[src/rtl/cascade_ack_pkg.sv]
`timescale 1ns/1ps
package cascade_ack_pkg;
  localparam int CTRL_LINES  = 8;
  localparam int IDX_W       = $clog2(CTRL_LINES);
  localparam int TOTAL_LINES = 2 * CTRL_LINES;
  localparam int VEC_W       = 8;

  localparam logic [IDX_W-1:0] CASCADE_IDX  = IDX_W'(2);
  localparam logic [IDX_W-1:0] SPURIOUS_IDX = IDX_W'(CTRL_LINES - 1);

  // Fixed trigger-mode masks: zero bits are forced to edge mode
  localparam logic [CTRL_LINES-1:0] PRI_TRIG_MASK = 8'hF8;
  localparam logic [CTRL_LINES-1:0] SEC_TRIG_MASK = 8'hDE;

  localparam logic [VEC_W-1:0] BASE_KEEP = ~VEC_W'((1 << IDX_W) - 1);

  typedef struct packed {
    logic             fire;
    logic             clrPri;
    logic [IDX_W-1:0] priIdx;
    logic             clrSec;
    logic [IDX_W-1:0] secIdx;
    logic             useSecBase;
    logic [IDX_W-1:0] vecIdx;
  } ack_cmd_t;
endpackage

[src/rtl/ack_resolver.sv]
`timescale 1ns/1ps
module ack_resolver #(
  parameter int N = 8,
  localparam int W = $clog2(N)
) (
  input  logic [N-1:0] pend,
  output logic         any,
  output logic [W-1:0] idx
);
  always_comb begin
    any = |pend;
    idx = '0;
    for (int i = N - 1; i >= 0; i--) begin
      if (pend[i]) idx = W'(i);
    end
  end
endmodule

[src/rtl/ack_control.sv]
`timescale 1ns/1ps
module ack_control
  import cascade_ack_pkg::*;
(
  input  logic             ackReq,
  input  logic             priAny,
  input  logic [IDX_W-1:0] priIdx,
  input  logic             secAny,
  input  logic [IDX_W-1:0] secIdx,
  output ack_cmd_t         cmd
);
  always_comb begin
    cmd        = '0;
    cmd.fire   = ackReq;
    cmd.vecIdx = SPURIOUS_IDX;
    if (ackReq && priAny) begin
      cmd.clrPri = 1'b1;
      cmd.priIdx = priIdx;
      if (priIdx == CASCADE_IDX) begin
        cmd.useSecBase = 1'b1;
        if (secAny) begin
          cmd.clrSec = 1'b1;
          cmd.secIdx = secIdx;
          cmd.vecIdx = secIdx;
        end
      end else begin
        cmd.vecIdx = priIdx;
      end
    end
  end
endmodule

[src/rtl/ack_datapath.sv]
`timescale 1ns/1ps
module ack_datapath
  import cascade_ack_pkg::*;
#(
  parameter logic [CTRL_LINES-1:0] PRI_LEVEL = '1,
  parameter logic [CTRL_LINES-1:0] SEC_LEVEL = '1
) (
  input  logic                   clk,
  input  logic                   rstN,
  input  logic [TOTAL_LINES-1:0] reqLines,
  input  logic [VEC_W-1:0]       priBase,
  input  logic [VEC_W-1:0]       secBase,
  input  ack_cmd_t               cmd,
  output logic [CTRL_LINES-1:0]  priPend,
  output logic [CTRL_LINES-1:0]  secPend,
  output logic                   intOut,
  output logic [VEC_W-1:0]       vector,
  output logic                   vecValid
);
  localparam logic [CTRL_LINES-1:0] PRI_LVL   = PRI_LEVEL & PRI_TRIG_MASK;
  localparam logic [CTRL_LINES-1:0] SEC_LVL   = SEC_LEVEL & SEC_TRIG_MASK;
  localparam logic [CTRL_LINES-1:0] CASC_BIT  = CTRL_LINES'(1) << CASCADE_IDX;

  logic [CTRL_LINES-1:0] priLine, secLine, priLast, secLast;
  logic [CTRL_LINES-1:0] priClr, secClr, priNext, secNext;
  logic [VEC_W-1:0]      selBase;

  function automatic logic [CTRL_LINES-1:0] nextPend(
    input logic [CTRL_LINES-1:0] q, line, last, clr, lvl);
    return (lvl & line) | (~lvl & ((q & ~clr) | (line & ~last)));
  endfunction

  assign priLine = reqLines[CTRL_LINES-1:0] & ~CASC_BIT;
  assign secLine = reqLines[TOTAL_LINES-1:CTRL_LINES];
  assign priClr  = cmd.clrPri ? (CTRL_LINES'(1) << cmd.priIdx) : '0;
  assign secClr  = cmd.clrSec ? (CTRL_LINES'(1) << cmd.secIdx) : '0;

  assign secNext = nextPend(secPend, secLine, secLast, secClr, SEC_LVL);
  assign priNext = nextPend(priPend, priLine, priLast, priClr, PRI_LVL)
                 | ((|secNext) ? CASC_BIT : '0);

  assign selBase = cmd.useSecBase ? secBase : priBase;
  assign intOut  = |priPend;

  always_ff @(posedge clk or negedge rstN) begin
    if (!rstN) begin
      priPend  <= '0;
      secPend  <= '0;
      priLast  <= '0;
      secLast  <= '0;
      vector   <= '0;
      vecValid <= 1'b0;
    end else begin
      priPend  <= priNext;
      secPend  <= secNext;
      priLast  <= priLine;
      secLast  <= secLine;
      vecValid <= cmd.fire;
      if (cmd.fire) vector <= (selBase & BASE_KEEP) | VEC_W'(cmd.vecIdx);
    end
  end
endmodule

[src/rtl/pic_cascade_ack.sv]
`timescale 1ns/1ps
module pic_cascade_ack
  import cascade_ack_pkg::*;
#(
  parameter logic [CTRL_LINES-1:0] PRI_LEVEL = '1,
  parameter logic [CTRL_LINES-1:0] SEC_LEVEL = '1
) (
  input  logic                   clk,
  input  logic                   rstN,
  input  logic [TOTAL_LINES-1:0] reqLines,
  input  logic                   ackReq,
  input  logic [VEC_W-1:0]       priBase,
  input  logic [VEC_W-1:0]       secBase,
  output logic                   intOut,
  output logic [VEC_W-1:0]       vector,
  output logic                   vecValid
);
  logic [CTRL_LINES-1:0]       priPend, secPend;
  logic [1:0][CTRL_LINES-1:0]  bankPend;
  logic [1:0]                  bankAny;
  logic [1:0][IDX_W-1:0]       bankIdx;
  ack_cmd_t                    cmd;

  assign bankPend = {secPend, priPend};

  for (genvar b = 0; b < 2; b++) begin : g_bank
    ack_resolver #(.N(CTRL_LINES)) u_res (
      .pend(bankPend[b]),
      .any (bankAny[b]),
      .idx (bankIdx[b])
    );
  end

  ack_control u_ctl (
    .ackReq(ackReq),
    .priAny(bankAny[0]),
    .priIdx(bankIdx[0]),
    .secAny(bankAny[1]),
    .secIdx(bankIdx[1]),
    .cmd   (cmd)
  );

  ack_datapath #(.PRI_LEVEL(PRI_LEVEL), .SEC_LEVEL(SEC_LEVEL)) u_dp (
    .clk     (clk),
    .rstN    (rstN),
    .reqLines(reqLines),
    .priBase (priBase),
    .secBase (secBase),
    .cmd     (cmd),
    .priPend (priPend),
    .secPend (secPend),
    .intOut  (intOut),
    .vector  (vector),
    .vecValid(vecValid)
  );
endmodule

[config.mk]
export PLATFORM = sky130hd
export DESIGN_NAME = pic_cascade_ack
export DESIGN_NICKNAME = d
export VERILOG_FILES = /design/src/rtl/cascade_ack_pkg.sv /design/src/rtl/ack_resolver.sv /design/src/rtl/ack_control.sv /design/src/rtl/ack_datapath.sv /design/src/rtl/pic_cascade_ack.sv
export SDC_FILE = /design/constraint.sdc
export NUM_CORES = 1
export LEC_CHECK = 0
export BUFFER_PORTS_ARGS = -buffer_cell sky130_fd_sc_hd__buf_2
export CAP_MARGIN = 20
export CORE_ASPECT_RATIO = 0.6
export CORE_MARGIN = 3
export CORE_UTILIZATION = 30
export DETAILED_ROUTE_END_ITERATION = 16
export MAX_ROUTING_LAYER = met4
export PLACE_DENSITY = 0.62
export SLEW_MARGIN = 20
export SYNTH_ARGS = -nofsm -noshare
export SYNTH_HDL_FRONTEND = slang
export SYNTH_SLANG_ARGS = --single-unit
export TNS_END_PERCENT = 20
[constraint.sdc]
create_clock -name clk -period 2.4 [get_ports clk]
set_input_delay 0.6 -clock clk [delete_from_list [all_inputs] [get_ports clk]]
set_output_delay 0.6 -clock clk [all_outputs]
set_load 0.02 [all_outputs]
==> results of run 1 <==
[cell usage in the layout (no fill, tap or decap)]
| cell | instances |
|---|---|
| sky130_fd_sc_hd__bufinv_16 | 1 |
| sky130_fd_sc_hd__nand2_1 | 2 |
| sky130_fd_sc_hd__dfrtp_1 | 28 |
| sky130_fd_sc_hd__o31ai_1 | 1 |
| sky130_fd_sc_hd__nand3_1 | 1 |
| sky130_fd_sc_hd__o311ai_0 | 1 |
| sky130_fd_sc_hd__or4_4 | 1 |
| sky130_fd_sc_hd__o22ai_1 | 1 |
| sky130_fd_sc_hd__o311ai_1 | 1 |
| sky130_fd_sc_hd__inv_2 | 1 |
| sky130_fd_sc_hd__o2bb2ai_1 | 1 |
| sky130_fd_sc_hd__a221o_1 | 5 |
| sky130_fd_sc_hd__a221oi_1 | 1 |
| sky130_fd_sc_hd__inv_1 | 7 |
| sky130_fd_sc_hd__o31ai_4 | 1 |
| sky130_fd_sc_hd__and2_1 | 5 |
| sky130_fd_sc_hd__nor2b_1 | 3 |
| sky130_fd_sc_hd__o21ai_1 | 1 |
| sky130_fd_sc_hd__a41o_1 | 1 |
| sky130_fd_sc_hd__a2111o_1 | 1 |
| sky130_fd_sc_hd__nand4bb_4 | 1 |
| sky130_fd_sc_hd__o21ai_2 | 1 |
| sky130_fd_sc_hd__o21ai_0 | 2 |
| sky130_fd_sc_hd__nor2_1 | 9 |
| sky130_fd_sc_hd__buf_2 | 37 |
| sky130_fd_sc_hd__a22o_1 | 1 |
| sky130_fd_sc_hd__and3_1 | 1 |
| sky130_fd_sc_hd__nor4_1 | 2 |
| sky130_fd_sc_hd__nor3_1 | 2 |
| sky130_fd_sc_hd__clkbuf_8 | 3 |
| sky130_fd_sc_hd__a21o_1 | 2 |
[power breakdown]
part           leakage (µW)  internal (µW)  switching [µW]
registers          0.000326            506            24.2
logic              0.000313           57.3            71.3
clock network     0.0000357            223             143
[Yosys cell counts]
library cell	number
sky130_fd_sc_hd__dfrtp_1	28
sky130_fd_sc_hd__nor2_1	9
sky130_fd_sc_hd__inv_1	7
sky130_fd_sc_hd__a221o_1	5
sky130_fd_sc_hd__and2_1	5
sky130_fd_sc_hd__nor2b_1	3
sky130_fd_sc_hd__a21o_1	2
sky130_fd_sc_hd__nand2_1	2
sky130_fd_sc_hd__nor3_1	2
sky130_fd_sc_hd__nor4_1	2
sky130_fd_sc_hd__o21ai_0	2
sky130_fd_sc_hd__a2111o_1	1
sky130_fd_sc_hd__a221oi_1	1
sky130_fd_sc_hd__a22o_1	1
sky130_fd_sc_hd__a41o_1	1
sky130_fd_sc_hd__and3_1	1
sky130_fd_sc_hd__buf_4	1
sky130_fd_sc_hd__inv_2	1
sky130_fd_sc_hd__nand3_1	1
sky130_fd_sc_hd__nand4bb_4	1
sky130_fd_sc_hd__o21ai_1	1
sky130_fd_sc_hd__o21ai_2	1
sky130_fd_sc_hd__o22ai_1	1
sky130_fd_sc_hd__o2bb2ai_1	1
sky130_fd_sc_hd__o311ai_0	1
sky130_fd_sc_hd__o311ai_1	1
sky130_fd_sc_hd__o31ai_1	1
sky130_fd_sc_hd__o31ai_4	1
sky130_fd_sc_hd__or4_4	1
[cells by family (layout without fill, tap and decap cells)]
logic type	Yosys count	in the layout	share of synthesized area
simple gates	27	27	0.150
compound gates	21	21	0.173
flops	28	28	0.642
buf+inv	9	49	0.0344
[sequential cells by signal, indices dropped and copies added, names as in the netlist]
register       flops
u_dp.vector        8
u_dp.secLast       6
u_dp.vecValid      1
u_dp.secPend       3
u_dp.priPend       8
u_dp.priLast       2
[metrics by stage]
step | hold slack, ns | power (µW) | setup slack (ns)
5_1_grt | 0.374 | 1070 | 0.322
4_1_cts | 0.344 | 1040 | 0.483
2_1_floorplan | 0.304 | 605 | 0.737
6_report | 0.320 | 1030 | 0.501
3_5_place_dp | 0.402 | 670 | 0.591
3_3_place_gp | 0.396 | 665 | 0.636
[area by class of cell]
class                           instances  area (µm²)
Sequential cell                        28         701
Inverter                                8        30.0
Clock inverter                          1        30.0
Tap cell                               45        56.3
Multi-Input combinational cell         48         353
Fill cell                             326        1970
Timing Repair Buffer                   37         185
Clock buffer                            3        41.3
[metal layers]
metal	wire length, µm	vias up
met5	0	-
met4	9	0
met3	157	2
met2	1070	28
met1	1070	404
li1	-	387
[worst paths after layout]
kind / startpoint / endpoint / slack (ns) / cells past startpoint
worst max register to register: u_dp.secLast[1] / u_dp.priPend[2] / 0.67 / 4
worst min-delay path: rstN / u_dp.priLast[0] / 0.32 / 1
worst min register to register: u_dp.priLast[1] / u_dp.priPend[1] / 0.42 / 1
max in group asynchronous: rstN / u_dp.priPend[4] / 1.69 / 1
min in group clk: u_dp.priLast[1] / u_dp.priPend[1] / 0.42 / 1
worst max-delay path: u_dp.priPend[0] / intOut / 0.50 / 3
==> results_tabular.tex, run 1 <==
\begin{tabular}{lr}
\hline
Metric & Value \\
\hline
\multicolumn{2}{l}{\textbf{Synthesis}} \\
\quad Fraction of synthesized cell area taken by the top area cell type & 0.642 \\
\quad Largest area contributor in the netlist & sky130\_fd\_sc\_hd\_\_dfrtp\_1 \\
\quad Count of mapped cells out of synthesis & 85 \\
\quad Synth area leaders & sky130\_fd\_sc\_hd\_\_dfrtp\_1 (64\%), sky130\_fd\_sc\_hd\_\_a221o\_1 (4.6\%), sky130\_fd\_sc\_hd\_\_nor2\_1 (3.1\%), sky130\_fd\_sc\_hd\_\_and2\_1 (2.9\%), sky130\_fd\_sc\_hd\_\_nand4bb\_4 (2.5\%) \\
\quad Number of warnings reported in the yosys synthesis log & 0 \\
\quad Number of nets in the synthesized netlist & 120 \\
\quad Share of the yosys chip area belonging to registers & 0.642 \\
\quad Count of different cell masters after synthesis & 29 \\
\quad Post-synthesis sequential element count & 28 \\
\quad Post-Syn Area & 1090 µm² \\
\quad Avg Inst Size Synth & 12.8 µm² \\
\multicolumn{2}{l}{\textbf{Layout}} \\
\quad Number of nets in the final layout & 161 \\
\quad Share of cells above drive strength 1 & 0.368 \\
\quad Area growth syn-to-layout & 28.0\% \\
\quad Diode count & 0 \\
\quad Fraction of the core area covered by cells at the end of the flow & 0.415 \\
\quad Final non-filler cell area & about 1400 µm² \\
\quad Non-filler instance count after layout & 170 \\
\multicolumn{2}{l}{\textbf{Clock tree}} \\
\quad Clock transition at path regs & $\sim$0.090 ns \\
\quad H-tree levels & 1 \\
\quad Clock tree from TritonCTS & yes \\
\quad Clock Latency Late Sink & roughly 0.27 ns \\
\quad CTS root buf & sky130\_fd\_sc\_hd\_\_clkbuf\_8 \\
\quad Number of buffers inserted during clock tree synthesis & 3 \\
\quad Maximum root-to-sink buffer count & 2 \\
\quad Post-CTS Repair Setup Buffers & 0 \\
\quad Hold buffer count at CTS & 0 \\
\quad Number of gates given a new drive strength after cts & 0 \\
\quad Total clock sinks & 28 \\
\multicolumn{2}{l}{\textbf{Route}} \\
\quad Drt initial violations & 30 \\
\quad Drt via density & 4.83 \\
\quad Remaining design rule violation count & 0 \\
\quad DRT Pass-1 Iters & 4 \\
\quad Wirelength, routed & approximately 2300 µm \\
\quad Via Count & 821 \\
\quad Antenna violation net count after detailed routing & 0 \\
\quad Wire length per cell & between 10 and 15 µm \\
\multicolumn{2}{l}{\textbf{Global route}} \\
\quad Vias in the first global route & 801 \\
\quad Met3 usage in global routing & 0.0424 \\
\quad Grt total ovfl & 0 \\
\quad Wire length of the first global-routing pass & 3790 µm \\
\quad Pin count of the biggest net entering global routing & 29 \\
\quad Met2 demand-to-capacity share in global routing & 0.175 \\
\quad Met1 demand-to-capacity share in global routing & 0.144 \\
\quad Aggregate global-route resource usage & 0.116 \\
\quad Most crowded layer after global routing & met2 \\
\quad Antenna violations before repair & 0 \\
\multicolumn{2}{l}{\textbf{Die}} \\
\quad Vertical die dimension & 52.7 µm \\
\quad Top Ports & 45 \\
\quad Initial cell density of the core & 0.324 \\
\quad Floorplan die width & 83.9 µm \\
\quad Core area & 3360 µm² \\
\quad Die area & 4420 µm² \\
\quad Floorplan row count & 16 \\
\multicolumn{2}{l}{\textbf{Placed design}} \\
\quad Number of port buffers & 37 \\
\quad Placed Instances & approximately 170 \\
\quad Placed standard-cell area & 1330 µm² \\
\quad Post-DP HPWL & $\sim$1800 µm \\
\quad Placer Congestion & 0.869 \\
\multicolumn{2}{l}{\textbf{Critical path}} \\
\quad Class of the most critical setup path & register to output port \\
\quad Highest net fanout along the worst path & 5 \\
\quad Data arrival at the endpoint of the critical path & 1.30 ns \\
\quad Buffer and inverter count on the worst path & 1 \\
\quad Data required time of the critical path & 1.80 ns \\
\quad CP Capture Type & output port \\
\quad Cell with the largest stage delay on the worst path & sky130\_fd\_sc\_hd\_\_dfrtp\_1 \\
\quad Cell family with most CP delay & flip-flops \\
\quad Worst path cell trace & nor2\_1 > nand3\_1 > buf\_2 \\
\quad Kind of start point of the critical path & register \\
\quad Worst stage delay on the critical path & 0.44 ns \\
\multicolumn{2}{l}{\textbf{Timing}} \\
\quad Total Negative Setup Slacks & 0 ns \\
\quad Relative slew margins & 0.601 \\
\quad Least-Margin Pin Slew & approximately 0.60 ns \\
\quad Max Slew Vio Count & 0 \\
\quad Unrepaired setup endpoints after global routing & false \\
\quad Final Critical Period & 1.90 ns \\
\quad Fin crit share & 0.791 \\
\quad Count of endpoints failing hold in the final timing report & 0 \\
\quad Setup clock skew after layout & around 0.0050 ns \\
\quad Final-report setup violation count & 0 \\
\quad Highest Clock Rate & around 530 MHz \\
\multicolumn{2}{l}{\textbf{Power and ir drop}} \\
\quad Pwr per Cell Area & 734 nW/µm² \\
\quad Leakage dissipation & 0.000675 µW \\
\quad Maximum vdd ir drop & 0.000268 V \\
\multicolumn{2}{l}{\textbf{Min path}} \\
\quad Class of the worst hold path & input pin to async pin \\
\multicolumn{2}{l}{\textbf{Run}} \\
\quad Max Cap Viol & 0 \\
\multicolumn{2}{l}{\textbf{Run status}} \\
\quad Outcome & finished clean \\
\hline
\end{tabular}
(Power assumes the default switching activity.)
==> run 2: changes to the inputs <==
--- a/config.mk
+++ b/config.mk
@@ -5,6 +5,7 @@
 export SDC_FILE = /design/constraint.sdc
 export NUM_CORES = 1
 export LEC_CHECK = 0
+export ABC_AREA = 1
 export BUFFER_PORTS_ARGS = -buffer_cell sky130_fd_sc_hd__buf_2
 export CAP_MARGIN = 20
 export CORE_ASPECT_RATIO = 0.6
@@ -12,7 +13,7 @@
 export CORE_UTILIZATION = 30
 export DETAILED_ROUTE_END_ITERATION = 16
 export MAX_ROUTING_LAYER = met4
-export PLACE_DENSITY = 0.62
+export PLACE_DENSITY = 0.6
 export SLEW_MARGIN = 20
 export SYNTH_ARGS = -nofsm -noshare
 export SYNTH_HDL_FRONTEND = slang
==> constraint.sdc (replaced) <==
create_clock -name clk -period 1.8 [get_ports clk]
set_input_delay 0.45 -clock clk [delete_from_list [all_inputs] [get_ports clk]]
set_output_delay 0.45 -clock clk [all_outputs]
set_load 0.02 [all_outputs]
==> run 2 against run 1 <==
Effect of this change: critical endpoint unchanged; clock power up 59%; sequential share of layout area decreased by 7.3 points; non-clock buffer count is 3 higher.
==> results_tabular.tex, run 2 <==
\begin{tabular}{lr}
\hline
Metric & Value \\
\hline
\multicolumn{2}{l}{\textbf{Run status}} \\
\quad Outcome & finished clean (unchanged) \\
\multicolumn{2}{l}{\textbf{Power and ir drop}} \\
\quad Total chip power & 1550 µW (was 1030 µW) \\
\quad Leakage dissipation & 0.000882 µW (was 0.000675 µW) \\
\quad Pwr per Cell Area & 918 nW/µm² (was 734 nW/µm²) \\
\quad Maximum vdd ir drop & 0.000387 V (was 0.000268 V) \\
\multicolumn{2}{l}{\textbf{Synthesis}} \\
\quad Commonest cells in the synthesized netlist & sky130\_fd\_sc\_hd\_\_dfrtp\_1 (29), sky130\_fd\_sc\_hd\_\_nand2\_1 (24), sky130\_fd\_sc\_hd\_\_inv\_1 (17), sky130\_fd\_sc\_hd\_\_nand3\_1 (17), sky130\_fd\_sc\_hd\_\_nor2\_1 (8) (was sky130\_fd\_sc\_hd\_\_dfrtp\_1 (28), sky130\_fd\_sc\_hd\_\_nor2\_1 (9), sky130\_fd\_sc\_hd\_\_inv\_1 (7)) \\
\quad Synth area leaders & sky130\_fd\_sc\_hd\_\_dfrtp\_1 (56\%), sky130\_fd\_sc\_hd\_\_nand2\_1 (6.9\%), sky130\_fd\_sc\_hd\_\_nand3\_1 (6.5\%), sky130\_fd\_sc\_hd\_\_inv\_1 (4.9\%), sky130\_fd\_sc\_hd\_\_nor2\_8 (3.1\%) (was sky130\_fd\_sc\_hd\_\_dfrtp\_1 (64\%), sky130\_fd\_sc\_hd\_\_a221o\_1 (4.6\%), sky130\_fd\_sc\_hd\_\_nor2\_1 (3.1\%), sky130\_fd\_sc\_hd\_\_and2\_1 (2.9\%), sky130\_fd\_sc\_hd\_\_nand4bb\_4 (2.5\%)) \\
\quad Count of different cell masters after synthesis & 25 (was 29) \\
\quad Number of nets in the synthesized netlist & 170 (was 120) \\
\quad Largest area contributor in the netlist & sky130\_fd\_sc\_hd\_\_dfrtp\_1 (unchanged) \\
\quad Number of enable-type register cells in the synthesized netlist & 0 (unchanged) \\
\quad Count of mapped cells out of synthesis & 135 (was 85) \\
\quad Number of warnings reported in the yosys synthesis log & 0 (unchanged) \\
\quad Proportion of synthesized flip-flops having asynchronous set or reset & 1.00 (unchanged) \\
\quad Post-Syn Area & 1310 µm² (was 1090 µm²) \\
\quad Share of the yosys chip area belonging to registers & 0.555 (was 0.642) \\
\quad Post-synthesis sequential element count & 29 (was 28) \\
\quad Most instantiated flip-flop cell in the synthesis netlist & sky130\_fd\_sc\_hd\_\_dfrtp\_1 (unchanged) \\
\quad Most common cell in the synthesized netlist & sky130\_fd\_sc\_hd\_\_dfrtp\_1 (unchanged) \\
\quad Avg Inst Size Synth & 9.69 µm² (was 12.8 µm²) \\
\quad Fraction of synthesized cell area taken by the top area cell type & 0.555 (was 0.642) \\
\multicolumn{2}{l}{\textbf{Die}} \\
\quad Floorplan die width & 91.2 µm (was 83.9 µm) \\
\quad Floorplan row count & 17 (was 16) \\
\quad Initial cell density of the core & 0.334 (was 0.324) \\
\quad Core area & 3910 µm² (was 3360 µm²) \\
\quad Top Ports & 45 (unchanged) \\
\quad Die area & 5210 µm² (was 4420 µm²) \\
\quad Vertical die dimension & 57.1 µm (was 52.7 µm) \\
\multicolumn{2}{l}{\textbf{Layout}} \\
\quad Diode count & 0 (unchanged) \\
\quad Number of nets in the final layout & 216 (was 161) \\
\quad Fillers & 409 (was 326) \\
\quad Leading cell types in the layout, fill and taps excluded & sky130\_fd\_sc\_hd\_\_buf\_2 (37), sky130\_fd\_sc\_hd\_\_dfrtp\_1 (29), sky130\_fd\_sc\_hd\_\_nand2\_1 (24), sky130\_fd\_sc\_hd\_\_inv\_1 (17), sky130\_fd\_sc\_hd\_\_nand3\_1 (17) (was sky130\_fd\_sc\_hd\_\_buf\_2 (37), sky130\_fd\_sc\_hd\_\_dfrtp\_1 (28), sky130\_fd\_sc\_hd\_\_nor2\_1 (9), sky130\_fd\_sc\_hd\_\_inv\_1 (7)) \\
\quad Registers with the most flip-flops & u\_dp.priPend (8), u\_dp.vector (8), u\_dp.secLast (6) (unchanged) \\
\quad Area growth syn-to-layout & 29.6\% (was 28.0\%) \\
\quad Share of cells above drive strength 1 & 0.407 (was 0.368) \\
\quad Final non-filler cell area & 1690 µm² (was 1400 µm²) \\
\quad Commonest non-fill, non-tap cell in the layout & sky130\_fd\_sc\_hd\_\_buf\_2 (unchanged) \\
\quad Non-filler instance count after layout & 239 (was 170) \\
\multicolumn{2}{l}{\textbf{Global route}} \\
\quad Grt total ovfl & 0 (unchanged) \\
\quad Wire length of the first global-routing pass & 4630 µm (was 3790 µm) \\
\quad Antenna violations before repair & 0 (unchanged) \\
\quad Vias in the first global route & 971 (was 801) \\
\quad Aggregate global-route resource usage & 0.122 (was 0.116) \\
\quad Pin count of the biggest net entering global routing & 30 (was 29) \\
\multicolumn{2}{l}{\textbf{Route}} \\
\quad Drt initial violations & 24 (was 30) \\
\quad Drt via density & 4.18 (was 4.83) \\
\quad Wirelength, routed & 2740 µm (was 2310 µm) \\
\quad Wire length per cell & 11.5 µm (was 13.6 µm) \\
\quad DRT Pass-1 Iters & 4 (unchanged) \\
\quad Via Count & 999 (was 821) \\
\quad Remaining design rule violation count & 0 (unchanged) \\
\quad Antenna violation net count after detailed routing & 0 (unchanged) \\
\multicolumn{2}{l}{\textbf{Critical path}} \\
\quad CP Capture Type & output port (unchanged) \\
\quad Kind of start point of the critical path & register (unchanged) \\
\quad Data arrival at the endpoint of the critical path & 1.27 ns (was 1.30 ns) \\
\quad Class of the most critical setup path & register to output port (unchanged) \\
\quad Highest net fanout along the worst path & 3 (was 5) \\
\quad Data required time of the critical path & 1.35 ns (was 1.80 ns) \\
\multicolumn{2}{l}{\textbf{Timing}} \\
\quad Unrepaired setup endpoints after global routing & false (unchanged) \\
\quad Final Critical Period & 1.72 ns \\
\quad Max Slew Vio Count & 0 (unchanged) \\
\quad Total Negative Setup Slacks & 0 ns (unchanged) \\
\quad Final setup margin & 0.0801 ns (was 0.501 ns) \\
\quad Relative slew margins & 0.570 (was 0.601) \\
\quad Count of endpoints failing hold in the final timing report & 0 (unchanged) \\
\quad Least-Margin Pin Slew & 0.644 ns (was 0.598 ns) \\
\quad Setup clock skew after layout & 0.00565 ns (was 0.00498 ns) \\
\quad Final-report setup violation count & 0 (unchanged) \\
\quad Fin crit share & 0.955 \\
\quad Highest Clock Rate & around 580 MHz \\
\multicolumn{2}{l}{\textbf{Placed design}} \\
\quad Placed Instances & 229 (was 166) \\
\quad Placer Congestion & 0.794 (was 0.869) \\
\quad Placed standard-cell area & 1570 µm² (was 1330 µm²) \\
\quad Setup slack after placement & 0.232 ns (was 0.591 ns) \\
\quad Post-DP HPWL & 2080 µm (was 1820 µm) \\
\quad Number of port buffers & 37 (unchanged) \\
\multicolumn{2}{l}{\textbf{Clock tree}} \\
\quad Clock transition at path regs & 0.06 ns (was 0.09 ns) \\
\quad H-tree levels & 2 (was 1) \\
\quad Maximum root-to-sink buffer count & 2 (unchanged) \\
\quad Total clock sinks & 29 (was 28) \\
\quad Number of buffers inserted during clock tree synthesis & 5 (was 3) \\
\quad Hold buffer count at CTS & 0 (unchanged) \\
\quad Clock tree from TritonCTS & yes (unchanged) \\
\quad CTS root buf & sky130\_fd\_sc\_hd\_\_clkbuf\_8 (unchanged) \\
\quad Clock Latency Late Sink & 0.28 ns (was 0.27 ns) \\
\multicolumn{2}{l}{\textbf{Min path}} \\
\quad Class of the worst hold path & input pin to async pin (unchanged) \\
\multicolumn{2}{l}{\textbf{Run}} \\
\quad Max Cap Viol & 0 (unchanged) \\
\hline
\end{tabular}
## run 2: cell types whose count changed after synthesis, sizes merged, moves of 5 or more
cell | previous run | this run
a221o | 5 | 0
nor2 | 9 | 16
and2 | 5 | 0
nand2 | 2 | 30
nand3 | 1 | 18
inv | 8 | 22
## run 2: routing by layer
layer  vias up  part of all wire  track usage
met4         0             0.018       0.0579
met2        39              0.37        0.150
met5         -                 0            -
met3         7             0.098       0.0540
met1       437              0.51        0.167
li1        516                 -            -
## run 2: repair_timing
action,4_1_cts,5_1_grt
hold endpoints to repair,0,0
setup endpoints to repair,1,1
pin swaps,3,2
setup buffers,1,1
resized for setup,1,2
## run 2: final timing paths
kind	startpoint	end	slack (ns)	cells past startpoint
max	u_dp.priPend[2]	intOut	0.08	5
max in group asynchronous	rstN	u_dp.vector[0]	1.19	1
min in group clk	reqLines[7]	u_dp.priPend[7]	0.27	1
min	rstN	u_dp.vector[4]	0.19	1
min reg2reg	u_dp.priLast[1]	u_dp.priPend[1]	0.41	1
max reg2reg	u_dp.priPend[2]	u_dp.priPend[2]	0.35	10
## run 2: cell type report
cell class	instances	area (µm²)	share of cell area
Clock inverter	1	5.00	0.00295
Tap cell	57	71.3	0.0421
Timing Repair Buffer	40	208	0.123
Inverter	23	100	0.0591
Sequential cell	29	726	0.428
Multi-Input combinational cell	82	488	0.288
Clock buffer	7	96.3	0.0569
## run 2: cells by family (layout without fill, tap and decap cells)
kind of cell | after synthesis | after routing | synth area share
flip-flops | 29 | 29 | 0.555
AND/OR/NAND/NOR | 69 | 69 | 0.300
buffers and inverters | 24 | 71 | 0.0794
AO/OA/AOI/OAI | 13 | 13 | 0.0651
## run 2: power breakdown
part           internal (µW)  switching, µW
clock network            345            238
registers                703           31.7
logic                   91.6            146
## run 2: critical path, stage by stage, from the launching register on
cell                      delay, ns
sky130_fd_sc_hd__dfrtp_1       0.42
sky130_fd_sc_hd__nor2_4        0.17
sky130_fd_sc_hd__nand2_4       0.09
sky130_fd_sc_hd__nor2_8        0.11
sky130_fd_sc_hd__inv_1         0.04
sky130_fd_sc_hd__buf_2         0.15
## run 2: per-stage QoR
stage               utilization  hold slack, ns
floorplan                     -           0.154
global placement          0.401           0.397
detailed placement        0.401           0.397
CTS                       0.429           0.209
global route              0.433           0.235
finish                    0.433           0.193
==> run 3: changes to the inputs <==
--- a/config.mk
+++ b/config.mk
@@ -10,10 +10,11 @@
 export CAP_MARGIN = 20
 export CORE_ASPECT_RATIO = 0.6
 export CORE_MARGIN = 3
-export CORE_UTILIZATION = 30
+export CORE_UTILIZATION = 43
+export CTS_BUF_LIST = sky130_fd_sc_hd__clkbuf_16
 export DETAILED_ROUTE_END_ITERATION = 16
 export MAX_ROUTING_LAYER = met4
-export PLACE_DENSITY = 0.6
+export PLACE_DENSITY = 0.79
 export SLEW_MARGIN = 20
 export SYNTH_ARGS = -nofsm -noshare
 export SYNTH_HDL_FRONTEND = slang
==> run 3 against run 2 <==
Effect of this change: cell count fell by 7.9%; via count grew 4.7%; die area down 28%; sequential cell count did not move; total power grew 20%; design area up 1.0%; largest cell class unchanged; highest routed layer unchanged.
==> results_tabular.tex, run 3 (synthesized netlist as in run 2, its figures left out) <==
\begin{tabular}{lr}
\hline
Metric & Value \\
\hline
\multicolumn{2}{l}{\textbf{Layout}} \\
\quad Registers with the most flip-flops & u\_dp.priPend (8), u\_dp.vector (8), u\_dp.secLast (6) (unchanged) \\
\quad Area growth syn-to-layout & 30.9\% (was 29.6\%) \\
\quad Non-filler instance count after layout & 220 (was 239) \\
\quad Leading cell types in the layout, fill and taps excluded & sky130\_fd\_sc\_hd\_\_buf\_2 (37), sky130\_fd\_sc\_hd\_\_dfrtp\_1 (29), sky130\_fd\_sc\_hd\_\_nand2\_1 (24), sky130\_fd\_sc\_hd\_\_inv\_1 (18), sky130\_fd\_sc\_hd\_\_nand3\_1 (17) (was sky130\_fd\_sc\_hd\_\_buf\_2 (37), sky130\_fd\_sc\_hd\_\_dfrtp\_1 (29), sky130\_fd\_sc\_hd\_\_nand2\_1 (24), sky130\_fd\_sc\_hd\_\_inv\_1 (17), sky130\_fd\_sc\_hd\_\_nand3\_1 (17)) \\
\quad Share of cells above drive strength 1 & 0.383 (was 0.407) \\
\quad Commonest non-fill, non-tap cell in the layout & sky130\_fd\_sc\_hd\_\_buf\_2 (unchanged) \\
\quad Number of nets in the final layout & 214 (was 216) \\
\quad Diode count & 0 (unchanged) \\
\multicolumn{2}{l}{\textbf{Clock tree}} \\
\quad CTS root buf & sky130\_fd\_sc\_hd\_\_clkbuf\_16 (was sky130\_fd\_sc\_hd\_\_clkbuf\_8) \\
\quad Total clock sinks & 29 (unchanged) \\
\quad H-tree levels & 2 (unchanged) \\
\quad Clock tree from TritonCTS & yes (unchanged) \\
\quad Hold buffer count at CTS & 0 (unchanged) \\
\quad Maximum root-to-sink buffer count & 2 (unchanged) \\
\quad Clock transition at path regs & 0.05 ns (was 0.06 ns) \\
\quad Clock Latency Late Sink & 0.26 ns (was 0.28 ns) \\
\quad Number of buffers inserted during clock tree synthesis & 5 (unchanged) \\
\multicolumn{2}{l}{\textbf{Route}} \\
\quad Drt via density & 4.75 (was 4.18) \\
\quad Antenna violation net count after detailed routing & 0 (unchanged) \\
\quad Wirelength, routed & 2670 µm (was 2740 µm) \\
\quad Remaining design rule violation count & 0 (unchanged) \\
\quad Via Count & 1,046 (was 999) \\
\quad Drt initial violations & 21 (was 24) \\
\quad Wire length per cell & 12.1 µm (was 11.5 µm) \\
\quad DRT Pass-1 Iters & 4 (unchanged) \\
\multicolumn{2}{l}{\textbf{Timing}} \\
\quad Max Slew Vio Count & 0 (unchanged) \\
\quad Fin crit share & 0.961 (was 0.955) \\
\quad Least-Margin Pin Slew & 0.641 ns (was 0.644 ns) \\
\quad Relative slew margins & 0.573 (was 0.570) \\
\quad Unrepaired setup endpoints after global routing & false (unchanged) \\
\quad Highest Clock Rate & 578 MHz (was 581 MHz) \\
\quad Setup clock skew after layout & 0.00153 ns (was 0.00565 ns) \\
\quad Total Negative Setup Slacks & 0 ns (unchanged) \\
\quad Final-report setup violation count & 0 (unchanged) \\
\quad Count of endpoints failing hold in the final timing report & 0 (unchanged) \\
\quad Final Critical Period & 1.73 ns (was 1.72 ns) \\
\multicolumn{2}{l}{\textbf{Min path}} \\
\quad Class of the worst hold path & input pin to async pin (unchanged) \\
\multicolumn{2}{l}{\textbf{Critical path}} \\
\quad Data required time of the critical path & 1.35 ns (about the same) \\
\quad CP Capture Type & output port (unchanged) \\
\quad Highest net fanout along the worst path & 3 (unchanged) \\
\quad Class of the most critical setup path & register to output port (unchanged) \\
\quad Data arrival at the endpoint of the critical path & 1.28 ns (was 1.27 ns) \\
\quad Kind of start point of the critical path & register (unchanged) \\
\multicolumn{2}{l}{\textbf{Die}} \\
\quad Initial cell density of the core & 0.485 (was 0.334) \\
\quad Vertical die dimension & 48.7 µm (was 57.1 µm) \\
\quad Floorplan die width & 77.2 µm (was 91.2 µm) \\
\quad Core area & 2700 µm² (was 3910 µm²) \\
\quad Die area & 3760 µm² (was 5210 µm²) \\
\quad Floorplan row count & 14 (was 17) \\
\quad Top Ports & 45 (unchanged) \\
\multicolumn{2}{l}{\textbf{Power and ir drop}} \\
\quad Pwr per Cell Area & 1090 nW/µm² (was 918 nW/µm²) \\
\quad Maximum vdd ir drop & 0.000827 V (was 0.000387 V) \\
\quad Leakage dissipation & 0.000899 µW (was 0.000882 µW) \\
\multicolumn{2}{l}{\textbf{Global route}} \\
\quad Grt total ovfl & 0 (unchanged) \\
\quad Aggregate global-route resource usage & 0.157 (was 0.122) \\
\quad Vias in the first global route & 985 (was 971) \\
\quad Antenna violations before repair & 0 (unchanged) \\
\quad Wire length of the first global-routing pass & 4490 µm (was 4630 µm) \\
\quad Pin count of the biggest net entering global routing & 30 (unchanged) \\
\multicolumn{2}{l}{\textbf{Run}} \\
\quad Max Cap Viol & 0 (unchanged) \\
\multicolumn{2}{l}{\textbf{Run status}} \\
\quad Outcome & finished clean (unchanged) \\
\multicolumn{2}{l}{\textbf{Placed design}} \\
\quad Number of port buffers & 37 (unchanged) \\
\quad Post-DP HPWL & 2050 µm (was 2080 µm) \\
\quad Placer Congestion & 0.877 (was 0.794) \\
\quad Placed Instances & 212 (was 229) \\
\hline
\end{tabular}
==> run 3: path summary, 6_finish.rpt <==
path,startpoint,to,slack [ns],cells past startpoint
min in group clk,reqLines[5],u_dp.priPend[5],0.29,1
max in group asynchronous,rstN,u_dp.priPend[3],1.18,1
worst min-delay path,rstN,u_dp.vector[3],0.21,1
worst max-delay path,u_dp.priPend[2],intOut,0.07,5
worst min register to register,u_dp.priLast[1],u_dp.priPend[1],0.41,1
worst max register to register,u_dp.priPend[0],u_dp.priPend[2],0.41,8
==> run 3: per-stage QoR <==
step / area [µm²] / hold WS, ns / util / setup slack [ns] / total power (µW)
after floorplan: 1310 / 0.154 / - / 0.440 / 886
after global placement: 1550 / 0.394 / 0.573 / 0.322 / 974
after detailed placement: 1550 / 0.402 / 0.573 / 0.315 / 986
after CTS: 1710 / 0.232 / 0.634 / 0.0221 / 1890
after global routing: 1710 / 0.267 / 0.635 / 0.0143 / 1950
final: 1710 / 0.211 / 0.635 / 0.0696 / 1870
==> run 3: timing repair <==
item / CTS / global route
resized for setup: 0 / 1
hold endpoints to repair: 0 / 0
setup endpoints to repair: 0 / 1
setup buffers: 0 / 0
==> run 3: final cells by class <==
class | instances | area, µm²
Clock inverter | 3 | 37.5
Tap cell | 40 | 50.0
Clock buffer | 5 | 125
Inverter | 23 | 100
Sequential cell | 29 | 726
Timing Repair Buffer | 38 | 193
Fill cell | 227 | 986
Multi-Input combinational cell | 82 | 480
==> run 3: worst max-delay path, cell delays in order (launching register included) <==
cell and delay, ns:
sky130_fd_sc_hd__dfrtp_1 0.41, sky130_fd_sc_hd__nor2_4 0.19, sky130_fd_sc_hd__nand2_4 0.10, sky130_fd_sc_hd__nor2_8 0.12, sky130_fd_sc_hd__inv_1 0.05, sky130_fd_sc_hd__buf_2 0.15
==> run 3: power breakdown <==
group	internal [µW]	switching, µW	total [µW]
clock	639	252	891
sequential	705	31.6	736
combinational	91.3	148	239
==> run 3: per-layer routing <==
metal | GRT usage | vias to the layer above | wire length, µm
li1 | - | 515 | -
met1 | 0.209 | 487 | 1260
met4 | 0.0355 | 0 | 5
met2 | 0.228 | 41 | 1180
met5 | - | - | 0
met3 | 0.0593 | 3 | 229
